<file path="src/rtl/brom_pkg.sv">
package brom_pkg;
    typedef enum logic [2:0] {
        ST_IDLE,
        ST_RD_START,
        ST_RD_WAIT,
        ST_RD_DATA,
        ST_WR_START,
        ST_WR_WAIT,
        ST_WR_DATA,
        ST_RESP
    } brom_state_t;
endpackage

</file>
<file path="src/rtl/brom_wait_cnt.sv">
module brom_wait_cnt #(
    parameter int WW = 4
) (
    input  logic          clk,
    input  logic          rst_n,
    input  logic          load,
    input  logic [WW-1:0] load_val,
    input  logic          dec,
    output logic          last
);
    logic [WW-1:0] cnt_q;

    always_ff @(posedge clk or negedge rst_n) begin
        if (!rst_n)
            cnt_q <= '0;
        else if (load)
            cnt_q <= load_val;
        else if (dec && cnt_q != '0)
            cnt_q <= cnt_q - 1'b1;
    end

    assign last = (cnt_q == WW'(1)) || (cnt_q == '0);
endmodule

</file>
<file path="src/rtl/brom_beat_pick.sv">
module brom_beat_pick #(
    parameter int BURST_LEN = 8
) (
    input  logic          clk,
    input  logic          rst_n,
    input  logic          clear,
    input  logic          capture,
    input  logic          wide,
    input  logic [$clog2(BURST_LEN)-1:0] beat,
    input  logic [$clog2(BURST_LEN)-1:0] sel,
    input  logic [15:0]   din,
    output logic [31:0]   word
);
    localparam int BB = $clog2(BURST_LEN);

    logic [15:0] hi_q, lo_q;
    logic        hit_hi, hit_lo;

    generate
        if (BB > 1) begin : g_pair
            assign hit_hi = wide  && (beat == {sel[BB-1:1], 1'b0});
            assign hit_lo = wide  ? (beat == {sel[BB-1:1], 1'b1}) : (beat == sel);
        end else begin : g_single
            assign hit_hi = wide && (beat == 1'b0);
            assign hit_lo = wide ? (beat == 1'b1) : (beat == sel);
        end
    endgenerate

    always_ff @(posedge clk or negedge rst_n) begin
        if (!rst_n) begin
            hi_q <= '0;
            lo_q <= '0;
        end else if (clear) begin
            hi_q <= '0;
            lo_q <= '0;
        end else if (capture) begin
            if (hit_hi) hi_q <= din;
            if (hit_lo) lo_q <= din;
        end
    end

    assign word = {hi_q, lo_q};
endmodule

</file>
<file path="src/rtl/brom_burst_ctrl.sv">
module brom_burst_ctrl
    import brom_pkg::*;
#(
    parameter int AW        = 24,
    parameter int WW        = 4,
    parameter int BURST_LEN = 8
) (
    input  logic          clk,
    input  logic          rst_n,
    input  logic          req_valid,
    input  logic          req_write,
    input  logic          req_wide,
    input  logic [AW-1:0] req_addr,
    input  logic [15:0]   req_wdata,
    input  logic [WW-1:0] cfg_first_wait,
    input  logic [WW-1:0] cfg_next_wait,
    input  logic          mem_wait,
    input  logic [15:0]   mem_rdata,
    output logic          req_ready,
    output logic          rsp_valid,
    output logic [31:0]   rsp_rdata,
    output logic [AW-1:0] mem_addr,
    output logic [15:0]   mem_wdata,
    output logic          mem_wdata_oe,
    output logic          mem_cs_n,
    output logic          mem_frame_n,
    output logic          mem_rd_wr,
    output logic          mem_bs_n
);
    localparam int BB  = $clog2(BURST_LEN);
    localparam int OFF = BB + 1;

    brom_state_t   state_q, state_nx;
    logic [AW-1:0] addr_q;
    logic          wide_q, wr_q;
    logic [15:0]   wdata_q;
    logic [BB-1:0] beat_q;

    logic          accept, last_beat, wait_last, cnt_load, cnt_dec, capture;
    logic [WW-1:0] beat_wait;

    assign accept    = (state_q == ST_IDLE) && req_valid;
    assign last_beat = (beat_q == BB'(BURST_LEN - 1));
    assign beat_wait = (state_q == ST_WR_START || beat_q == '0) ? cfg_first_wait : cfg_next_wait;
    assign cnt_load  = (state_q == ST_RD_START) || (state_q == ST_WR_START);
    assign cnt_dec   = (state_q == ST_RD_WAIT)  || (state_q == ST_WR_WAIT);
    assign capture   = (state_q == ST_RD_DATA)  && !mem_wait;

    brom_wait_cnt #(.WW(WW)) u_wait (
        .clk(clk), .rst_n(rst_n), .load(cnt_load), .load_val(beat_wait),
        .dec(cnt_dec), .last(wait_last)
    );

    brom_beat_pick #(.BURST_LEN(BURST_LEN)) u_pick (
        .clk(clk), .rst_n(rst_n), .clear(accept), .capture(capture),
        .wide(wide_q), .beat(beat_q), .sel(addr_q[OFF-1:1]),
        .din(mem_rdata), .word(rsp_rdata)
    );

    // state register
    always_ff @(posedge clk or negedge rst_n) begin
        if (!rst_n) state_q <= ST_IDLE;
        else        state_q <= state_nx;
    end

    always_comb begin
        state_nx = state_q;
        unique case (state_q)
            ST_IDLE:     if (req_valid) state_nx = req_write ? ST_WR_START : ST_RD_START;
            ST_RD_START: state_nx = (beat_wait == '0) ? ST_RD_DATA : ST_RD_WAIT;
            ST_RD_WAIT:  if (wait_last) state_nx = ST_RD_DATA;
            ST_RD_DATA:  if (!mem_wait) state_nx = last_beat ? ST_RESP : ST_RD_START;
            ST_WR_START: state_nx = (beat_wait == '0) ? ST_WR_DATA : ST_WR_WAIT;
            ST_WR_WAIT:  if (wait_last) state_nx = ST_WR_DATA;
            ST_WR_DATA:  if (!mem_wait) state_nx = ST_RESP;
            ST_RESP:     state_nx = ST_IDLE;
            default:     state_nx = ST_IDLE;
        endcase
    end

    // request capture and beat index
    always_ff @(posedge clk or negedge rst_n) begin
        if (!rst_n) begin
            addr_q  <= '0;
            wide_q  <= 1'b0;
            wr_q    <= 1'b0;
            wdata_q <= '0;
            beat_q  <= '0;
        end else if (accept) begin
            addr_q  <= req_addr;
            wide_q  <= req_wide;
            wr_q    <= req_write;
            wdata_q <= req_wdata;
            beat_q  <= '0;
        end else if (capture && !last_beat) begin
            beat_q  <= beat_q + 1'b1;
        end
    end

    // outputs
    always_comb begin
        req_ready    = 1'b0;
        rsp_valid    = 1'b0;
        mem_cs_n     = 1'b1;
        mem_frame_n  = 1'b1;
        mem_rd_wr    = 1'b1;
        mem_bs_n     = 1'b1;
        mem_wdata_oe = 1'b0;
        mem_addr     = {addr_q[AW-1:OFF], beat_q, 1'b0};
        mem_wdata    = wdata_q;
        unique case (state_q)
            ST_IDLE:     req_ready = 1'b1;
            ST_RD_START: begin mem_cs_n = 1'b0; mem_frame_n = 1'b0; mem_bs_n = 1'b0; end
            ST_RD_WAIT,
            ST_RD_DATA:  begin mem_cs_n = 1'b0; mem_frame_n = 1'b0; end
            ST_WR_START: begin
                mem_cs_n = 1'b0; mem_rd_wr = 1'b0; mem_bs_n = 1'b0;
                mem_wdata_oe = 1'b1; mem_addr = addr_q;
            end
            ST_WR_WAIT,
            ST_WR_DATA:  begin
                mem_cs_n = 1'b0; mem_rd_wr = 1'b0;
                mem_wdata_oe = 1'b1; mem_addr = addr_q;
            end
            ST_RESP:     rsp_valid = 1'b1;
            default:     ;
        endcase
    end

    // beat-start counter, used by the assertions only
    logic [BB:0] bs_seen_q;
    always_ff @(posedge clk or negedge rst_n) begin
        if (!rst_n)                bs_seen_q <= '0;
        else if (accept)           bs_seen_q <= '0;
        else if (!mem_bs_n)        bs_seen_q <= bs_seen_q + 1'b1;
    end

    AST_IDLE_QUIET: assert property (@(posedge clk) disable iff (!rst_n)
        req_ready |-> (mem_cs_n && mem_frame_n && mem_bs_n && !rsp_valid));
    AST_READ_BEATS: assert property (@(posedge clk) disable iff (!rst_n)
        (rsp_valid && !wr_q) |-> (bs_seen_q == (BB+1)'(BURST_LEN)));
    AST_BS_PULSE: assert property (@(posedge clk) disable iff (!rst_n)
        !mem_bs_n |=> mem_bs_n);
    AST_FRAME_CS: assert property (@(posedge clk) disable iff (!rst_n)
        !mem_frame_n |-> !mem_cs_n);
    AST_STRETCH_HOLD: assert property (@(posedge clk) disable iff (!rst_n)
        (state_q == ST_RD_DATA && mem_wait) |=> (state_q == ST_RD_DATA && $stable(mem_addr)));
    AST_RSP_PULSE: assert property (@(posedge clk) disable iff (!rst_n)
        rsp_valid |=> (!rsp_valid && req_ready));
    AST_CFG_STABLE: assert property (@(posedge clk) disable iff (!rst_n)
        (!req_ready && !$past(req_ready)) |-> ($stable(cfg_first_wait) && $stable(cfg_next_wait)));
    AST_WRITE_SINGLE: assert property (@(posedge clk) disable iff (!rst_n)
        (rsp_valid && wr_q) |-> (bs_seen_q == (BB+1)'(1)));
    AST_WRITE_NO_FRAME: assert property (@(posedge clk) disable iff (!rst_n)
        !mem_rd_wr |-> (mem_frame_n && mem_wdata_oe));
endmodule

</file>
<file path="config.mk">
export PLATFORM = sky130hd
export DESIGN_NAME = brom_burst_ctrl
export DESIGN_NICKNAME = d
export VERILOG_FILES = /design/src/rtl/brom_pkg.sv /design/src/rtl/brom_wait_cnt.sv /design/src/rtl/brom_beat_pick.sv /design/src/rtl/brom_burst_ctrl.sv
export SDC_FILE = /design/constraint.sdc
export NUM_CORES = 1
export LEC_CHECK = 0
export ABC_AREA = 1
export CAP_MARGIN = 15
export CORE_MARGIN = 2
export CORE_UTILIZATION = 30
export DETAILED_ROUTE_END_ITERATION = 16
export PLACE_DENSITY_LB_ADDON = 0.1
export RECOVER_POWER = 100
export SLEW_MARGIN = 5
export SYNTH_ARGS = -nofsm -noshare
export SYNTH_HDL_FRONTEND = slang
export SYNTH_SLANG_ARGS = --single-unit
export TNS_END_PERCENT = 30
</file>
<file path="constraint.sdc">
create_clock -name clk -period 2.25 [get_ports clk]
set_input_delay 0.3375 -clock clk [delete_from_list [all_inputs] [get_ports clk]]
set_output_delay 0.3375 -clock clk [all_outputs]
set_load 0.05 [all_outputs]
</file>
==> impl_metrics.ini, run 1 <==
[critical_path]
path_cells = nand2_2 > clkinv_2 > nor2_4 > inv_1 > nor2_1 > buf_12
max_stage_delay_ns = 0.47
start_kind = flip-flop
reg2regPathDepth = 6
crit_required_ns = 1.91
crit_end = mem_addr[0]
crit_type = flip-flop to output pin
reg2reg_from = state_q[1]
end_kind = output pin
r2r-end = addr_q[0]
crit_start = state_q[1]
critPathBufInv = 3
worstPathMaxFanout = 10
critPathSlowestCell = dfrtp_1
critical-path-top-delay-family = simple AND/OR/NAND/NOR gates
cp.depth = 6
arrival_ns = 1.73
r2r_slack_ns = 0.27

[finish]
drive_gt1_share_pct = 7.93
final.fill_count = 1285
mostFrequentLayoutCells = nand2_1 (208), dfrtp_1 (83), dlygate4sd3_1 (69)
final_util_pct = 44.3
layoutNonFillerInstCount = 752
nets = 651
final_common_cell = nand2_1
antenna_cells = 0
syn_to_final_growth_pct = 45.0

[placement]
place_ws_ns = 0.260
globalplace.congestion = 0.798
dp.cells = 736
hpwl_um = 7000
io_buffer_count = 148

[timing]
fin_crit_ns = 2.07
fmaxAchievable_mhz = 483
finalHoldViolCount = 0
worstMarginPinSlew_ns = 0.992
holdWs_ns = 0.463
finalMaxSlewViolations = 0
finalClockSkew_ns = 0.00578
setup_slack_ns = 0.181
post-route-period-util_pct = 91.9
fin_setup_tns_ns = 0
relSlewSlack_pct = 33.9
rsz0062_at_grt = false
setup_viol = 0

[cts]
cts.sinks = 83
clockBufferDepth = 2
htreeDepth = 3
clkLatencyLatePin_ns = 0.33
cts_tree = built
cts_made_buffers = 9
clk_pin_slew_worst_paths_ns = 0.06
cts_setup_buffers = 0
cts-root-buf = clkbuf_16

[pwr]
p_leak_nw = 2.79
ir_drop_v = 0.000747
p_per_area_nw_per_um2 = 1690

[drt]
routed_via_density = 4.28
drt_iter0_drc = 197
wl_per_cell_um = 12.8
num_vias = 3222
finalWirelength_um = 9630
drtAntennaViolNets = 0
first_pass_iters = 4
drcViolationCount = 0

[synth]
syn_avg_cell_area_um2 = 8.60
syn_inst = 447
synth_top_cell_by_area = dfrtp_1
syn-cell-area_um2 = 3840
syn-num-nets = 522
synth_warnings = 0
yosysSeqAreaShare_pct = 54.0
netlist_top_cells_area = dfrtp_1 (54%), nand2_1 (20%), buf_4 (4.1%)
yosys.area.top_type_share_pct = 54.0
synth_seq_cells = 83
synth.distinct_cells = 28

[min_path]
hold_class = flip-flop to flip-flop

[global_routing]
grt_pass1_vias = 3251
antenna_found_initial = 0
grt_usage_pct = 14.7
grt_first_pass_wirelength_um = 15700
gr-total-overflow = 0
grt_max_degree = 43

[die]
start_util_pct = 30.6
die_width_um = 117
row_count = 41
chipHeight_um = 117
die-area_um2 = 13700
core_area_um2 = 12600
io_pins = 149

[job]
maxCapViolCount = 0

[status]
outcome = finished, final reports clean
-- synthesized netlist by cell type --
master    instances
inv_1            17
clkbuf_1          2
clkinv_2          1
o311ai_0          1
nand2_4           1
xor2_1            4
inv_2             4
o21ai_0          16
nand2_2           7
o21ai_2          17
buf_1             1
o21ai_1          16
a21oi_1           1
dfrtp_1          83
nor2_4            2
o211ai_1          2
buf_2             9
nor2_1           13
o221ai_1          1
buf_4            21
nand2_1         204
ha_1              5
or2_2             1
o22ai_1           2
nand3_1          11
buf_6             3
nor3_1            1
nor2_8            1
-- worst min path at each step --
stage                             start             to  depth (start not counted)
after global placement            rst_n      addr_q[9]                          1
after global routing          addr_q[9]      addr_q[9]                          2
final                        addr_q[17]     addr_q[17]                          2
after detailed placement          rst_n      addr_q[9]                          1
after floorplan                   rst_n      addr_q[0]                          0
after CTS                 mem_wdata[11]  mem_wdata[11]                          2
-- metal layers --
layer  routed length (um)  part of all wire [%]  track usage (%)
met3                  669                   7.0             4.33
met5                    0                     0                0
met1                 4200                    44             18.9
met2                 4610                    48             23.4
met4                  145                   1.5             5.65
-- repair_timing --
action | in CTS | in global routing
endpoints found under the hold margin | 4 | 0
endpoints found under the setup margin | 0 | 0
resized for setup | 0 | 0
hold buffers | 1 | 0
-- stage by stage --
stage / area (um2) / power (mW)
3_5_place_dp: 5370 / 8.42
6_report: 5570 / 9.42
2_1_floorplan: 3850 / 6.71
3_3_place_gp: 5370 / 8.39
4_1_cts: 5680 / 9.95
5_1_grt: 5570 / 10.1
-- sequential cells by signal (all words and copies together), names as in the netlist --
| signal | count |
|---|---|
| addr_q | 24 |
| beat_q | 3 |
| mem_wdata | 16 |
| state_q | 3 |
| u_pick.hi_q | 16 |
| u_pick.lo_q | 16 |
| u_wait.cnt_q | 4 |
| wide_q | 1 |
-- worst min-delay path, stage by stage, from the launching register on --
cell and delay, ns:
dfrtp_1 0.34, nand2_1 0.05, nand2_1 0.04
-- kinds of logic after synthesis --
| group | count (synthesis) | share of synthesized area [%] |
|---|---|---|
| buffers and inverters | 58 | 8.63 |
| AO/OA/AOI/OAI | 56 | 9.34 |
| AND/OR/NAND/NOR | 241 | 25.5 |
| flip-flops | 83 | 54.0 |
| XOR/XNOR | 4 | 0.911 |
| adder cells (fa/ha/maj) | 5 | 1.63 |
-- cell type report --
type	count	area, um2	area share (%)
Tap cell	172	215	3.86
Clock inverter	4	51.3	0.921
Clock buffer	11	243	4.36
Timing Repair Buffer	154	1520	27.3
Sequential cell	83	2080	37.3
Multi-Input combinational cell	306	1380	24.8
Inverter	22	83.8	1.50
-- power by group --
| part | switching [mW] | leakage, nW | internal (mW) |
|---|---|---|---|
| clock | 0.581 | 0.142 | 0.884 |
| sequential | 0.404 | 1.05 | 2.17 |
| combinational | 3.79 | 1.60 | 1.58 |
Power figures use the tool's default switching activity.
==> inputs of run 2 (changes only) <==
==> constraint.sdc (replaced) <==
create_clock -name clk -period 2.25 [get_ports clk]
set_input_delay 0.3375 -clock clk [delete_from_list [all_inputs] [get_ports clk]]
set_output_delay 0.3375 -clock clk [all_outputs]
set_load 0.1 [all_outputs]
==> run 2 against run 1 <==
  * Worst setup slack lost 0.055 ns
  * First-iteration DRC count fell by 38%
  * Wire length is 0.12% lower
  * Via count rose by 1.1%
  * Register-to-register slack got worse by 0.08 ns
  * Design area down 6.6%
  * Non-clock buffer count unchanged
  * Sequential cell count is the same
  * Worst hold slack got worse by 0.26 ns
  * Utilization decreased by 2.9 points
  * Final cell count rose by 0.13%
  * Global-route usage is 0.35 points lower
==> impl_metrics.ini, run 2 (synthesis gave the netlist of run 1 again) <==
[timing]
fin_crit_ns = 2.12
finalMaxSlewViolations = 0
post-route-period-util_pct = 94.4
worstMarginPinSlew_ns = 1.21
relSlewSlack_pct = 19.4
fmaxAchievable_mhz = 471
rsz0062_at_grt = false
finalClockSkew_ns = 0.00366
setup_viol = 0
finalHoldViolCount = 0

[placement]
placed_area_um2 = 5290
hpwl_um = 6900
globalplace.congestion = 0.796
io_buffer_count = 148

[critical_path]
path_cells = nand2_2 > inv_1 > nor2_4 > inv_1 > nor2_4 > buf_8
end_kind = output pin
start_kind = flip-flop
r2r-end = beat_q[1]
arrival_ns = 1.79
max_stage_delay_ns = 0.48
worstPathMaxFanout = 9
reg2regPathDepth = 7
critPathSlowestCell = dfrtp_1
crit_required_ns = 1.91
reg2reg_from = state_q[2]
crit_type = flip-flop to output pin
r2r_slack_ns = 0.19

[finish]
top_register = addr_q
syn_to_final_growth_pct = 35.4
final.fill_count = 1352
final_common_cell = nand2_1
mostFrequentLayoutCells = nand2_1 (208), dfrtp_1 (83), clkdlybuf4s50_1 (68)
nets = 651
antenna_cells = 0
design_area_um2 = 5200
largest_reg_flops = 24
drive_gt1_share_pct = 9.64

[job]
maxCapViolCount = 0

[drt]
drtAntennaViolNets = 0
wl_per_cell_um = 12.8
routed_via_density = 4.33
drcViolationCount = 0
finalWirelength_um = 9610
first_pass_iters = 4
num_vias = 3258
drt_iter0_drc = 123

[cts]
clkLatencyLatePin_ns = 0.33
cts.sinks = 83
cts_hold_buf = 0
cts_tree = built
clockBufferDepth = 2
cts_made_buffers = 9
clk_pin_slew_worst_paths_ns = 0.06
cts-root-buf = clkbuf_16
htreeDepth = 3

[die]
start_util_pct = 30.6
die-area_um2 = 13700
io_pins = 149
core_area_um2 = 12600
die_width_um = 117
row_count = 41
chipHeight_um = 117

[global_routing]
antenna_found_initial = 0
grt_max_degree = 44
grt_first_pass_wirelength_um = 15200
grt_usage_pct = 14.4
gr-total-overflow = 0
grt_pass1_vias = 3137

[min_path]
hold_class = input pin to asynchronous set/reset pin

[status]
outcome = finished, final reports clean
run 2: cell count changes in the layout (fill, tap and decap cells not counted), sizes merged:
| cell | previous run | this run |
|---|---|---|
| dlygate4sd3 | 69 | 0 |
| clkbuf | 20 | 85 |
| buf | 8 | 13 |
| clkinv | 3 | 1 |
| clkinvlp | 1 | 2 |
| inv | 21 | 22 |
run 2: repair_timing:
action	in CTS	in global routing
setup endpoints to repair	0	2
resized for setup	0	0
setup buffers	0	2
run 2: cell type report:
type                       count  area [um2]  area share, %
tap                          172         215           4.14
sequential                    83        2080           39.9
clock inverter                 4        50.0          0.962
timing repair buffer         154        1140           22.0
clock buffer                  12         246           4.74
inverter                      22        82.6           1.59
multi-input combinational    306        1390           26.7
run 2: how the worst max path moves through the flow:
stage / from / end
floorplan: state_q[1] / mem_addr[0]
global placement: mem_wait / u_pick.hi_q[5]
detailed placement: mem_wait / u_pick.hi_q[4]
CTS: state_q[1] / mem_addr[0]
global route: state_q[1] / mem_addr[0]
finish: state_q[1] / mem_addr[0]
run 2: routing by layer:
metal / track usage, % / routed length (um) / part of all wire, % / vias up
met4: 5.65 / 142 / 1.5 / 0
li1: - / - / - / 1636
met5: 0 / 0 / 0 / -
met2: 22.5 / 4710 / 49 / 80
met1: 18.7 / 4150 / 43 / 1532
met3: 4.22 / 613 / 6.4 / 10
run 2: critical path: cells and delay by family, from the launching register on:
kind / cells / cell delay, ns
and+or+nand+nor: 3 / 0.48
DFF: 1 / 0.48
buffers and inverters: 3 / 0.48
run 2: stage by stage:
stage                     TNS [ns]  setup slack, ns  std cells  hold WS (ns)  util (%)
after floorplan              -1.90           -0.634        447        0.0419         -
after global placement           0            0.247        735         0.379      42.1
after detailed placement         0            0.235        735         0.385      42.1
after CTS                        0           0.0454        751        0.0197      44.4
after global routing             0           0.0169        753         0.309      41.4
final                            0            0.127        753         0.204      41.4
Power of run 2 is left out: the tool's default activity adds up to more than one toggle a clock period on the data nets, which glitch-free logic cannot reach.
